**src/rtl/csg_pkg.sv**
```systemverilog
// Package: shared constants and helpers for the clock-stop gating controller.
// Assumes the gated clocks are levels oversampled by one fast clock.
package csg_pkg;
    localparam int unsigned DEF_N_SE  = 4;
    localparam int unsigned DEF_N_DIF = 2;

    // Resting levels of a stopped, enabled differential pair.
    localparam logic PARK_TRUE = 1'b1;
    localparam logic PARK_COMP = 1'b0;

    // True when a request applies to an output with the given stoppable bit.
    function automatic logic stop_hits(input logic req, input logic stoppable);
        return req & stoppable;
    endfunction
endpackage

```
**src/rtl/csg_req_sync.sv**
```systemverilog
// Module: merges the asynchronous stop pin and the software run bit.
// The pin passes through two flops. The run bit is already synchronous.
// Reset leaves the pin path in the released state.
module csg_req_sync (
    input  logic clk,
    input  logic rst_n,
    input  logic stop_n_i,
    input  logic sw_run_i,
    output logic req_o
);
    logic meta_q;
    logic sync_q;

    // Two-flop synchronizer for the active-low stop pin.
    always_ff @(posedge clk) begin
        if (!rst_n) begin
            meta_q <= 1'b1;
            sync_q <= 1'b1;
        end else begin
            meta_q <= stop_n_i;
            sync_q <= meta_q;
        end
    end

    // A stop is requested by either source.
    always_comb req_o = !sync_q || !sw_run_i;
endmodule

```
**src/rtl/csg_se_gate.sv**
```systemverilog
// Module: gate for one single-ended clock output.
// The gate state moves only while the source is low, so pulses stay whole.
// The output is registered, which puts it one clock after the source.
module csg_se_gate
    import csg_pkg::*;
(
    input  logic clk,
    input  logic rst_n,
    input  logic req_i,
    input  logic stoppable_i,
    input  logic oe_i,
    input  logic src_i,
    output logic clk_o,
    output logic stopped_o
);
    logic run_q;

    // Gate state: re-evaluated only in the low phase of the source.
    always_ff @(posedge clk) begin
        if (!rst_n)      run_q <= 1'b1;
        else if (!src_i) run_q <= !stop_hits(req_i, stoppable_i);
    end

    // Registered gated output.
    always_ff @(posedge clk) begin
        if (!rst_n) clk_o <= 1'b0;
        else        clk_o <= oe_i & src_i & run_q;
    end

    always_comb stopped_o = !run_q;

    assert_disabled_low_R7: assert property (@(posedge clk) disable iff (!rst_n)
        !$past(oe_i) |-> !clk_o);
    assert_stopped_low_R4: assert property (@(posedge clk) disable iff (!rst_n)
        $past(stopped_o) |-> !clk_o);
    assert_change_in_low_R5: assert property (@(posedge clk) disable iff (!rst_n)
        (stopped_o != $past(stopped_o)) |-> !$past(src_i));
    assert_stop_cause_R3: assert property (@(posedge clk) disable iff (!rst_n)
        $rose(stopped_o) |-> $past(req_i && stoppable_i));
endmodule

```
**src/rtl/csg_dif_gate.sv**
```systemverilog
// Module: gate for one differential clock pair.
// The gate state moves only while the source is high. A stopped pair parks
// true high and complement low, which makes the last high phase longer and
// never shorter. The outputs are registered.
module csg_dif_gate
    import csg_pkg::*;
(
    input  logic clk,
    input  logic rst_n,
    input  logic req_i,
    input  logic stoppable_i,
    input  logic oe_i,
    input  logic src_i,
    output logic t_o,
    output logic c_o,
    output logic stopped_o
);
    logic run_q;

    // Gate state: re-evaluated only in the high phase of the source.
    always_ff @(posedge clk) begin
        if (!rst_n)     run_q <= 1'b1;
        else if (src_i) run_q <= !stop_hits(req_i, stoppable_i);
    end

    // Registered pair levels: disabled, running or parked.
    always_ff @(posedge clk) begin
        if (!rst_n || !oe_i) begin
            t_o <= 1'b0;
            c_o <= 1'b0;
        end else if (run_q) begin
            t_o <= src_i;
            c_o <= !src_i;
        end else begin
            t_o <= PARK_TRUE;
            c_o <= PARK_COMP;
        end
    end

    always_comb stopped_o = !run_q;

    assert_park_levels_R6: assert property (@(posedge clk) disable iff (!rst_n)
        $past(stopped_o && oe_i) |-> (t_o && !c_o));
    assert_change_in_high_R6: assert property (@(posedge clk) disable iff (!rst_n)
        (stopped_o != $past(stopped_o)) |-> $past(src_i));
    assert_pair_disabled_R7: assert property (@(posedge clk) disable iff (!rst_n)
        !$past(oe_i) |-> (!t_o && !c_o));
    assert_pair_cause_R3: assert property (@(posedge clk) disable iff (!rst_n)
        $rose(stopped_o) |-> $past(req_i && stoppable_i));
endmodule

```
**src/rtl/clk_stop_gate.sv**
```systemverilog
// Module: top of the clock-stop gating controller.
// One request merger feeds a gate per single-ended output and a gate per
// differential pair. Assumes every source level is stable at each clk edge.
module clk_stop_gate #(
    parameter int unsigned N_SE  = csg_pkg::DEF_N_SE,
    parameter int unsigned N_DIF = csg_pkg::DEF_N_DIF
) (
    input  logic             clk,
    input  logic             rst_n,
    input  logic             stop_n_i,
    input  logic             sw_run_i,
    input  logic [N_SE-1:0]  se_stoppable_i,
    input  logic [N_SE-1:0]  se_oe_i,
    input  logic [N_SE-1:0]  se_src_i,
    input  logic [N_DIF-1:0] dif_stoppable_i,
    input  logic [N_DIF-1:0] dif_oe_i,
    input  logic [N_DIF-1:0] dif_src_i,
    output logic [N_SE-1:0]  se_clk_o,
    output logic [N_DIF-1:0] dif_t_o,
    output logic [N_DIF-1:0] dif_c_o,
    output logic [N_SE-1:0]  se_stopped_o,
    output logic [N_DIF-1:0] dif_stopped_o
);
    logic req;

    csg_req_sync u_req (
        .clk      (clk),
        .rst_n    (rst_n),
        .stop_n_i (stop_n_i),
        .sw_run_i (sw_run_i),
        .req_o    (req)
    );

    // One single-ended gate per output.
    for (genvar i = 0; i < N_SE; i++) begin : g_se
        csg_se_gate u_gate (
            .clk         (clk),
            .rst_n       (rst_n),
            .req_i       (req),
            .stoppable_i (se_stoppable_i[i]),
            .oe_i        (se_oe_i[i]),
            .src_i       (se_src_i[i]),
            .clk_o       (se_clk_o[i]),
            .stopped_o   (se_stopped_o[i])
        );
    end

    // One differential gate per pair.
    for (genvar j = 0; j < N_DIF; j++) begin : g_dif
        csg_dif_gate u_gate (
            .clk         (clk),
            .rst_n       (rst_n),
            .req_i       (req),
            .stoppable_i (dif_stoppable_i[j]),
            .oe_i        (dif_oe_i[j]),
            .src_i       (dif_src_i[j]),
            .t_o         (dif_t_o[j]),
            .c_o         (dif_c_o[j]),
            .stopped_o   (dif_stopped_o[j])
        );
    end
endmodule

```
**config.mk**
```make
export PLATFORM = sky130hd
export DESIGN_NAME = clk_stop_gate
export DESIGN_NICKNAME = d
export VERILOG_FILES = /design/src/rtl/csg_pkg.sv /design/src/rtl/csg_req_sync.sv /design/src/rtl/csg_se_gate.sv /design/src/rtl/csg_dif_gate.sv /design/src/rtl/clk_stop_gate.sv
export SDC_FILE = /design/constraint.sdc
export NUM_CORES = 1
export LEC_CHECK = 0
export BUFFER_PORTS_ARGS = -buffer_cell sky130_fd_sc_hd__buf_4
export CAP_MARGIN = 20
export CORE_MARGIN = 10
export CORE_UTILIZATION = 42
export DETAILED_ROUTE_END_ITERATION = 7
export GPL_ROUTABILITY_DRIVEN = 0
export PLACE_DENSITY = 0.75
export SLEW_MARGIN = 20
export SYNTH_ARGS = -nofsm -noshare
export SYNTH_HDL_FRONTEND = slang
export SYNTH_SLANG_ARGS = --single-unit
```
**constraint.sdc**
```tcl
create_clock -name clk -period 1.4 [get_ports clk]
set_clock_uncertainty 0.15 [all_clocks]
set_input_delay 0.07 -clock clk [delete_from_list [all_inputs] [get_ports clk]]
set_output_delay 0.07 -clock clk [all_outputs]
set_load 0.02 [all_outputs]
```
After elaboration in Yosys (flattened, before gate mapping)
Cells that the tools add are included.
- register bits: 16
- logic and storage cells: 58
- output and inout port bits: 14
- input port bits: 22
- multiplexer cells: 2
- bitwise logic cells: 16
- reductions and logical operators: 24
- operator list (cell ; count):
    logical NOT 1 bit ; 19
    bitwise AND 1 bit ; 14
    OR reduction 2 bit ; 2
    logical OR 1 bit ; 3
    two-way mux 1 bit ; 2
    inverter 1 bit ; 2

Depth between registers and ports, before layout
Gate-level depths: netlist (run 1).
- depth in word-level cells: 4
- mapped depth: 4
- depth with buffers taken out: 3

Hierarchy
From an unflattened synthesis (run 1), not the netlist that was laid out.
- cell total of the unflattened synthesis: 51
- area total of the unflattened synthesis: 546.8 sq um
- modules (own cells, without submodules) (module ; sequential area each (sq um) ; instances ; cells an instance ; area an instance (sq um)):
    csg_se_gate ; 40.0 ; 4 ; 6 ; 70.1
    csg_dif_gate ; 60.1 ; 2 ; 11 ; 105.1
    csg_req_sync ; 40.0 ; 1 ; 5 ; 56.3

Least setup slack after synthesis (run 1)
Ideal clock, no wire load.
- path kind: register to register
- start: register u_req.sync_q
- end: register g_se[0].u_gate.run_q
- required time: 1.132 ns
- clock period less this slack: 1.011 ns
- stages on the path, launching flop included: 5
- path buffers: 1
- setup slack: 0.389 ns
- data arrival time: 0.743 ns
- cells stage by stage: dfxtp_1 -> and2_4 -> buf_6 -> nor3b_2 -> o21ai_1
- word-level cells in the longest chain between the ends: 4
- RTL lines (what ; line ; text):
    start: declaration ; csg_req_sync.sv:12 ; logic sync_q;
    start signal: assignment ; csg_req_sync.sv:21 ; sync_q <= meta_q;
    logical NOT 1 bit ; csg_req_sync.sv:26 ; always_comb req_o = !sync_q || !sw_run_i;
    logical OR 1 bit ; csg_req_sync.sv:26 ;
    bitwise AND 1 bit ; csg_pkg.sv:13 ; return req & stoppable;
    logical NOT 1 bit ; csg_se_gate.sv:21 ; else if (!src_i) run_q <= !stop_hits(req_i, stoppable_i);
    end signal: assignment ; csg_se_gate.sv:21 ;
    end: declaration ; csg_se_gate.sv:16 ; logic run_q;
Every way passes these cells.
A chain may end at the register's enable or synchronous reset.

Worst setup path in the final report (run 1)
- start: input dif_src_i[1]
- end: register g_dif[1].u_gate.c_o
- word-level cells in the longest chain between the ends: 1
- RTL lines (what ; line ; text):
    start: declaration ; clk_stop_gate.sv:17 ; input logic [N_DIF-1:0] dif_src_i,
    logical NOT 1 bit ; csg_dif_gate.sv:33 ; c_o <= !src_i;
    end signal: assignment ; csg_dif_gate.sv:33 ;
    end: declaration ; csg_dif_gate.sv:15 ; output logic c_o,
Every way passes these cells.

==> results of run 1 <==
==> worst min-delay path, stage by stage <==
cell	delay [ps]
buf_4	80
and2_4	180
o22ai_1	90
nand2_1	60
==> worst max-delay path by stage <==
stage                           end         start  slack [ps]
2_1_floorplan  g_se[0].u_gate.run_q  u_req.sync_q         390
3_3_place_gp   g_se[3].u_gate.run_q  u_req.sync_q         460
3_5_place_dp   g_se[0].u_gate.run_q  u_req.sync_q         410
4_1_cts         g_dif[1].u_gate.c_o  dif_src_i[1]          20
5_1_grt         g_dif[1].u_gate.c_o  dif_src_i[1]         -20
6_report        g_dif[1].u_gate.c_o  dif_src_i[1]         -40
==> metal layers <==
| metal | GRT usage, % | vias up |
|---|---|---|
| met5 | 0 | - |
| met4 | 7.37 | 0 |
| met3 | 2.97 | 4 |
| met2 | 20.7 | 17 |
| met1 | 11.4 | 284 |
| li1 | - | 310 |
==> sequential cells by signal (all words and copies together), names as in the netlist <==
name and cells:
g_se.u_gate.clk_o 4, g_se.u_gate.run_q 4, g_dif.u_gate.c_o 2, g_dif.u_gate.run_q 2, g_dif.u_gate.t_o 2, u_req.meta_q 1
u_req.sync_q 1
==> cells in the mapped netlist <==
cell type  number
and2_4          1
dfxtp_1        16
and4_1          4
nor3_1          2
nor2b_1         4
a21oi_1         2
o22ai_1         2
inv_1           8
o21ai_1         4
buf_6           1
nand2_1         6
nor3b_2         4
buf_4          15
nand2b_1        2
==> area by class of cell <==
cell class / instances / area [um2]
multi-input cells: 31 / 215
repair buffers: 61 / 523
well taps: 16 / 20.0
inverters: 8 / 30.0
clock buffers: 3 / 22.5
fillers: 105 / 390
flip-flops and latches: 16 / 323
==> logic make-up after synthesis <==
group                  synth area share [%]
AO/OA/AOI/OAI                          6.25
buffers and inverters                  22.6
AND/OR/NAND/NOR                        24.1
flip-flops                             47.1
==> stage by stage <==
step | hold WS (ps) | power (W)
floorplan | -3.21 | 0.000582
global placement | 102 | 0.000634
detailed placement | 108 | 0.000637
CTS | 70.1 | 0.000924
global route | 96.8 | 0.000979
finish | 83.8 | 0.000927
==> timing repair <==
action                                  CTS  global route
resized for setup                         0             4
hold buffers                             27             1
endpoints found under the setup margin    0             4
hold endpoints to repair                 16             2
==> where the power goes <==
group          leakage, nW  switching (W)  internal, W  total, W
Sequential           0.131     0.00000878     0.000476  0.000484
Combinational        0.416      0.0000798     0.000127  0.000207
Clock               0.0138       0.000136    0.0000994  0.000236
==> cell usage in the layout (no fill, tap or decap), types with 3 or more instances in the layout <==
cell type,synthesis,layout
nor3b_2,4,4
and4_1,4,4
inv_1,8,8
nor2b_1,4,4
nand2_1,6,6
dlygate4sd3_1,0,26
clkbuf_4,0,3
o21ai_1,4,4
buf_4,15,35
dfxtp_1,16,14
==> results.md, run 1 <==
* Data arrival, critical path at 1510 ps
* P_leak at 0.561 nW
* Synth area leaders: dfxtp_1 (47%), buf_4 (17%), nor3b_2 (7.4%)
* Row count at 14
* Core Region at 0.00152 mm2
* Via count at 615
* Reg-to-Reg End: g_dif[1].u_gate.c_o
* Worst Hold End: g_dif[1].u_gate.run_q
* Wire per inst at 14.5 um
* Reg2reg path depth at 3
* Final min period at 1440 ps
* Initial Util at 44.7%
* Yosys reg bits at 16
* IO Pins at 36
* F_max at 0.694 GHz
* GRT overflow at 0
* Critical Path Most Common Cell: dlygate4sd3_1
* Final instance area at 0.00113 mm2
* Worst Hold Class: primary input to flop
* Clock sink count at 16
* WL met3 at 111 um
* Worst path depth at 4
* CTS Buf Count at 3
* Setup TNS at -40.7 ps
* Failing checks: negative setup slack
* Syn Inst Count at just over 70
* Post-DP Area at 840 um2
* Latest clock arrival within the worst-skew pair at 270 ps
* M1 wire length at 744 um
* Antenna violations before repair at 0
* Sequential share of the synthesized area at 47.1%
* Total wire length at 1.96 mm
* Setup crit start kind: primary input
* RSZ-0062 raised after global routing: yes
* Rel. slew slack at 83.4%
* Cell Chain, Critical Path: dlygate4sd3_1 -> buf_4 -> nor3_1 -> dlygate4sd3_1
* Critical Path RT at 1470 ps
* Final Hold Vio Count at 0
* Vias per std cell at 4.56
* Post-synth top area share at 47.1%
* Initial DRC count at 3
* DIE AREA at around 0.0036 mm2
* Crit path max fanout at 4
* Synth warn at 0
* Yosys top cell by area: dfxtp_1
* Final setup viols at 1
* Flop2flop setup slack at roughly 30 ps
* Largest net degree at the start of global routing at 9
* Antenna Nets Post-Route at 0
* MaxCap Viol Count at 0
* Worst r2r src: g_dif[1].u_gate.run_q
* Final period util at 103%
* Critical path endpoint category: flop
* Maximum VDD drop at 649 uV
* Worst Slack Setup Final at -40.7 ps
* Avg Inst Size Synth at 9.59 um2
* Met2 wire length at 1.05 mm
* Placed insts at 106
* Crit path max-delay cell type: dlygate4sd3_1
* Vias in the first global route at 714
* CP max stage delay at ~570 ps
* Pre-CTS setup slack at 414 ps
* DIE HEIGHT at 60.3 um
* Clk buf depth at 2
* Slew of the pin with the lowest slew margin at approximately 250 ps
* Syn nets at 93
* Area growth, synth to finish at 66.5%
* Layout Cells excl Fill at 135
* Crit path kind: primary input to flop
* Port bufs at 35
* Synthesized cell area at between 600 and 700 um2
* Hold Path Stages at 4
* First-pass DRT Iterations at 3
* Status: finished with violations
* Root buffer cell: clkbuf_4
* Family with the most delay on the worst path: buffers and inverters
* CTS tree: yes
* Share of post-route cells with drive strength above 1 at 39.5%
* Die width at 60.3 um
* Highest routed layer: met4
* Total GRT Usage at 11.6%
* Clk slew on worst S/H paths at 90 ps
* Inserted Diodes at 0
* Yosys cell types at 14
* DRC Markers at 0
* CTS H-tree lvls at 1
* Slew Viols, Final at 0
* Final core occ at 74.4%
* Buf+Inv Stages, Crit Path at 3
* NumNets Final at 143
* First-pass GRT wire length at 3.19 mm
* Pwr/cell area at 818 mW/mm2
* Post-CTS Setup Bufs at 0
* Hold path start: sw_run_i
Power figures use the tool's default switching activity.
==> run 2, diff against run 1 <==
--- a/config.mk
+++ b/config.mk
@@ -8,11 +8,12 @@
 export BUFFER_PORTS_ARGS = -buffer_cell sky130_fd_sc_hd__buf_4
 export CAP_MARGIN = 20
 export CORE_MARGIN = 10
-export CORE_UTILIZATION = 42
+export CORE_UTILIZATION = 38
 export DETAILED_ROUTE_END_ITERATION = 7
 export GPL_ROUTABILITY_DRIVEN = 0
-export PLACE_DENSITY = 0.75
+export PLACE_DENSITY = 0.74
 export SLEW_MARGIN = 20
 export SYNTH_ARGS = -nofsm -noshare
 export SYNTH_HDL_FRONTEND = slang
+export SYNTH_HIERARCHICAL = 1
 export SYNTH_SLANG_ARGS = --single-unit
==> run 2 against run 1 <==
Compared with the run above:
- the flow finishes with violations (negative hold slack)
- via count is 2.8% higher
- utilization grew 9.0 points
- wire length up 20%
- area after synthesis decreased by 20%
- total power is 7.6% higher
- design area down 1.9%
- clock-buffer cell count increased by 1
- cell count down 5.2%
- synthesized cell count fell by 28%
- combinational power is essentially flat
- sequential power is essentially flat
- sequential share of layout area is 0.54 points higher
- largest cell class unchanged
==> results.md, run 2 <==
* CTS H-tree lvls at 1 (unchanged)
* Pwr/cell area at 897 mW/mm2 (+9.7%)
* GRT overflow at 0 (unchanged)
* Post-synth ARST share at 0% (unchanged)
* DIE AREA at 0.00336 mm2 (-7.6%)
* DRC Markers at 0 (unchanged)
* First-pass GRT wire length at 3.86 mm (+21%)
* Sequential share of the synthesized area at 58.6% (+12 points)
* Most numerous cell in the Yosys netlist: dfxtp_1
* Placed insts at 101 (-4.7%)
* Final period util at 83.6% (-19 points)
* Clk buf depth at 2 (unchanged)
* Crit path kind: primary input to flop
* Slew Viols, Final at 0 (unchanged)
* Slew of the pin with the lowest slew margin at 321 ps (+71.9 ps)
* Antenna Nets Post-Route at 0 (unchanged)
* Worst Hold Class: primary input to flop
* Total GRT Usage at 14.9% (+3.3 points)
* IO Pins at 36 (unchanged)
* Worst setup path start: rst_n
* Hold path start: rst_n
* Die width at 57.9 um (-3.9%)
* Most frequent cells after synthesis: dfxtp_1 (16), inv_1 (8), a31oi_1 (4), and4_2 (4), and4b_1 (4)
* Post-DP Area at 828 um2 (-1.3%)
* Worst Slack Setup Final at 230 ps (+271 ps)
* Final setup viols at 0 (-1)
* Vias per std cell at 4.94 (+8.4%)
* Highest routed layer: met4
* Setup crit start kind: primary input
* RSZ-0062 raised after global routing: no
* Top flop regs: g_se.u_gate/clk_o (4), g_se.u_gate/run_q (4)
* Maximum VDD drop at 573 uV (-12%)
* Flop2flop setup slack at 300 ps (+270 ps)
* Commonest non-fill, non-tap cell in the layout: buf_4
* Yosys cell types at 12 (-2)
* Most used DFF post-synth: dfxtp_1
* Clk slew on worst S/H paths at 100 ps (about the same)
* Avg Inst Size Synth at 10.7 um2 (+12%)
* F_max at 0.855 GHz (+23%)
* Area growth, synth to finish at 103%
* Data arrival, critical path at 1250 ps (-260 ps)
* First-pass DRT Iterations at 4 (+1)
* Yosys top cell by area: dfxtp_1
* Root buffer cell: clkbuf_4
* P_leak at 0.578 nW (+3.2%)
* Hpwl dp at 1.18 mm
* Synth warn at 6 (+6)
* Setup crit end: g_dif[1].u_gate/t_o
* Syn Inst Count at 51 (-28%)
* Core Region at 0.00133 mm2 (-12%)
* Syn nets at 73 (-22%)
* Hold_ws at -19.0 ps (-103 ps)
* Post-synth top area share at 58.6% (+12 points)
* Largest net degree at the start of global routing at 13 (+4)
* Pre-CTS setup slack at 417 ps (+2.30 ps)
* Row count at 13 (-1)
* Status: finished with violations
* Initial DRC count at 15 (+12)
* Latest clock arrival within the worst-skew pair at 280 ps (about the same)
* Rel. slew slack at 78.6% (-4.8 points)
* Antenna violations before repair at 0 (unchanged)
* Initial Util at 41.0% (-3.7 points)
* Vias in the first global route at 761 (+6.6%)
* Final instance area at 0.00111 mm2 (-1.9%)
* Failing checks: negative hold slack
* Final Hold Vio Count at 1 (+1)
* Yosys reg bits at 16 (unchanged)
* Layout Cells excl Fill at 128 (-5.2%)
* CTS tree: yes
* Total wire length at 2.34 mm (+20%)
* Reg2reg path depth at 3 (unchanged)
* Critical path endpoint category: flop
* Final min period at 1170 ps (-271 ps)
* CTS Buf Count at 3 (unchanged)
* Commonest non-fill, non-tap cells in the layout: buf_4 (35), dlygate4sd3_1 (21), dfxtp_1 (14), inv_1 (8)
* Crit path max fanout at 11 (+7)
* Via count at 632 (+2.8%)
* M1 wire length at 831 um (+12%)
* Reg-to-Reg End: g_se[3].u_gate/run_q
* Synthesized cell area at 547 um2 (-20%)
* MaxCap Viol Count at 0 (unchanged)
* Setup TNS at 0 ps (+40.7 ps)
* Synth area leaders: dfxtp_1 (59%), and4_2 (7.3%), and4b_1 (7.3%)
* Worst r2r src: u_req/sync_q
* NumNets Final at 136 (-4.9%)
* Port bufs at 35 (unchanged)
* Wire per inst at 18.3 um (+26%)
* Critical Path RT at 1480 ps (about the same)
* Inserted Diodes at 0 (unchanged)
* Met2 wire length at 1.30 mm (+24%)
* Clock sink count at 16 (unchanged)
* DIE HEIGHT at 57.9 um (-3.9%)
* Share of post-route cells with drive strength above 1 at 46.0% (+6.5 points)
* WL met3 at 156 um (+41%)
* Number of synthesized flops with an enable pin at 0 (unchanged)
[run 2: critical path, stage by stage]
cell,delay [ps]
buf_4,140
dlygate4sd3_1,610
nand2_2,80
dlymetal6s4s_1,260
a21oi_2,90
[run 2: kinds of logic after synthesis]
logic type	after synthesis	share of synthesized area [%]
compound gates	8	9.61
flops	16	58.6
buf+inv	8	5.49
simple gates	19	26.3
[run 2: final cells by class]
class,count,area (um2)
Clock buffer,4,36.3
Fill cell,69,221
Inverter,8,30.0
Multi-Input combinational cell,27,206
Sequential cell,16,323
Tap cell,15,18.8
Timing Repair Buffer,58,498
[run 2: routing by layer]
layer / GRT usage [%] / vias to the layer above
met5: 0 / -
met4: 8.39 / 0
met3: 3.49 / 4
met2: 29.1 / 28
met1: 13.4 / 295
li1: - / 305
[run 2: worst min-delay path by stage]
stage	to	slack, ps	cells after the start
6_report	g_dif[0].u_gate/c_o	-20	3
3_5_place_dp	u_req/meta_q	110	2
5_1_grt	g_dif[0].u_gate/c_o	5	3
2_1_floorplan	g_dif[0].u_gate/run_q	-20	1
3_3_place_gp	u_req/meta_q	100	2
4_1_cts	g_se[3].u_gate/clk_o	30	2
[run 2: timing repair]
| item | 4_1_cts | 5_1_grt |
|---|---|---|
| setup endpoints to repair | 0 | 5 |
| endpoints found under the hold margin | 16 | 2 |
| hold buffers | 25 | 1 |
| setup buffers | 0 | 0 |
| resized for setup | 0 | 7 |
[run 2: through the flow]
step / util [%] / total power [W]
after detailed placement: 62.1 / 0.000633
after floorplan: - / 0.000544
final: 83.4 / 0.000998
after global routing: 83.4 / 0.00104
after global placement: 62.1 / 0.000630
after CTS: 83.6 / 0.000987
[run 2: power breakdown]
part | internal [W] | leakage [nW] | switching, W
clock network | 0.000158 | 0.0210 | 0.000151
registers | 0.000476 | 0.131 | 0.00000875
logic | 0.000119 | 0.427 | 0.0000851
total | 0.000753 | 0.578 | 0.000244
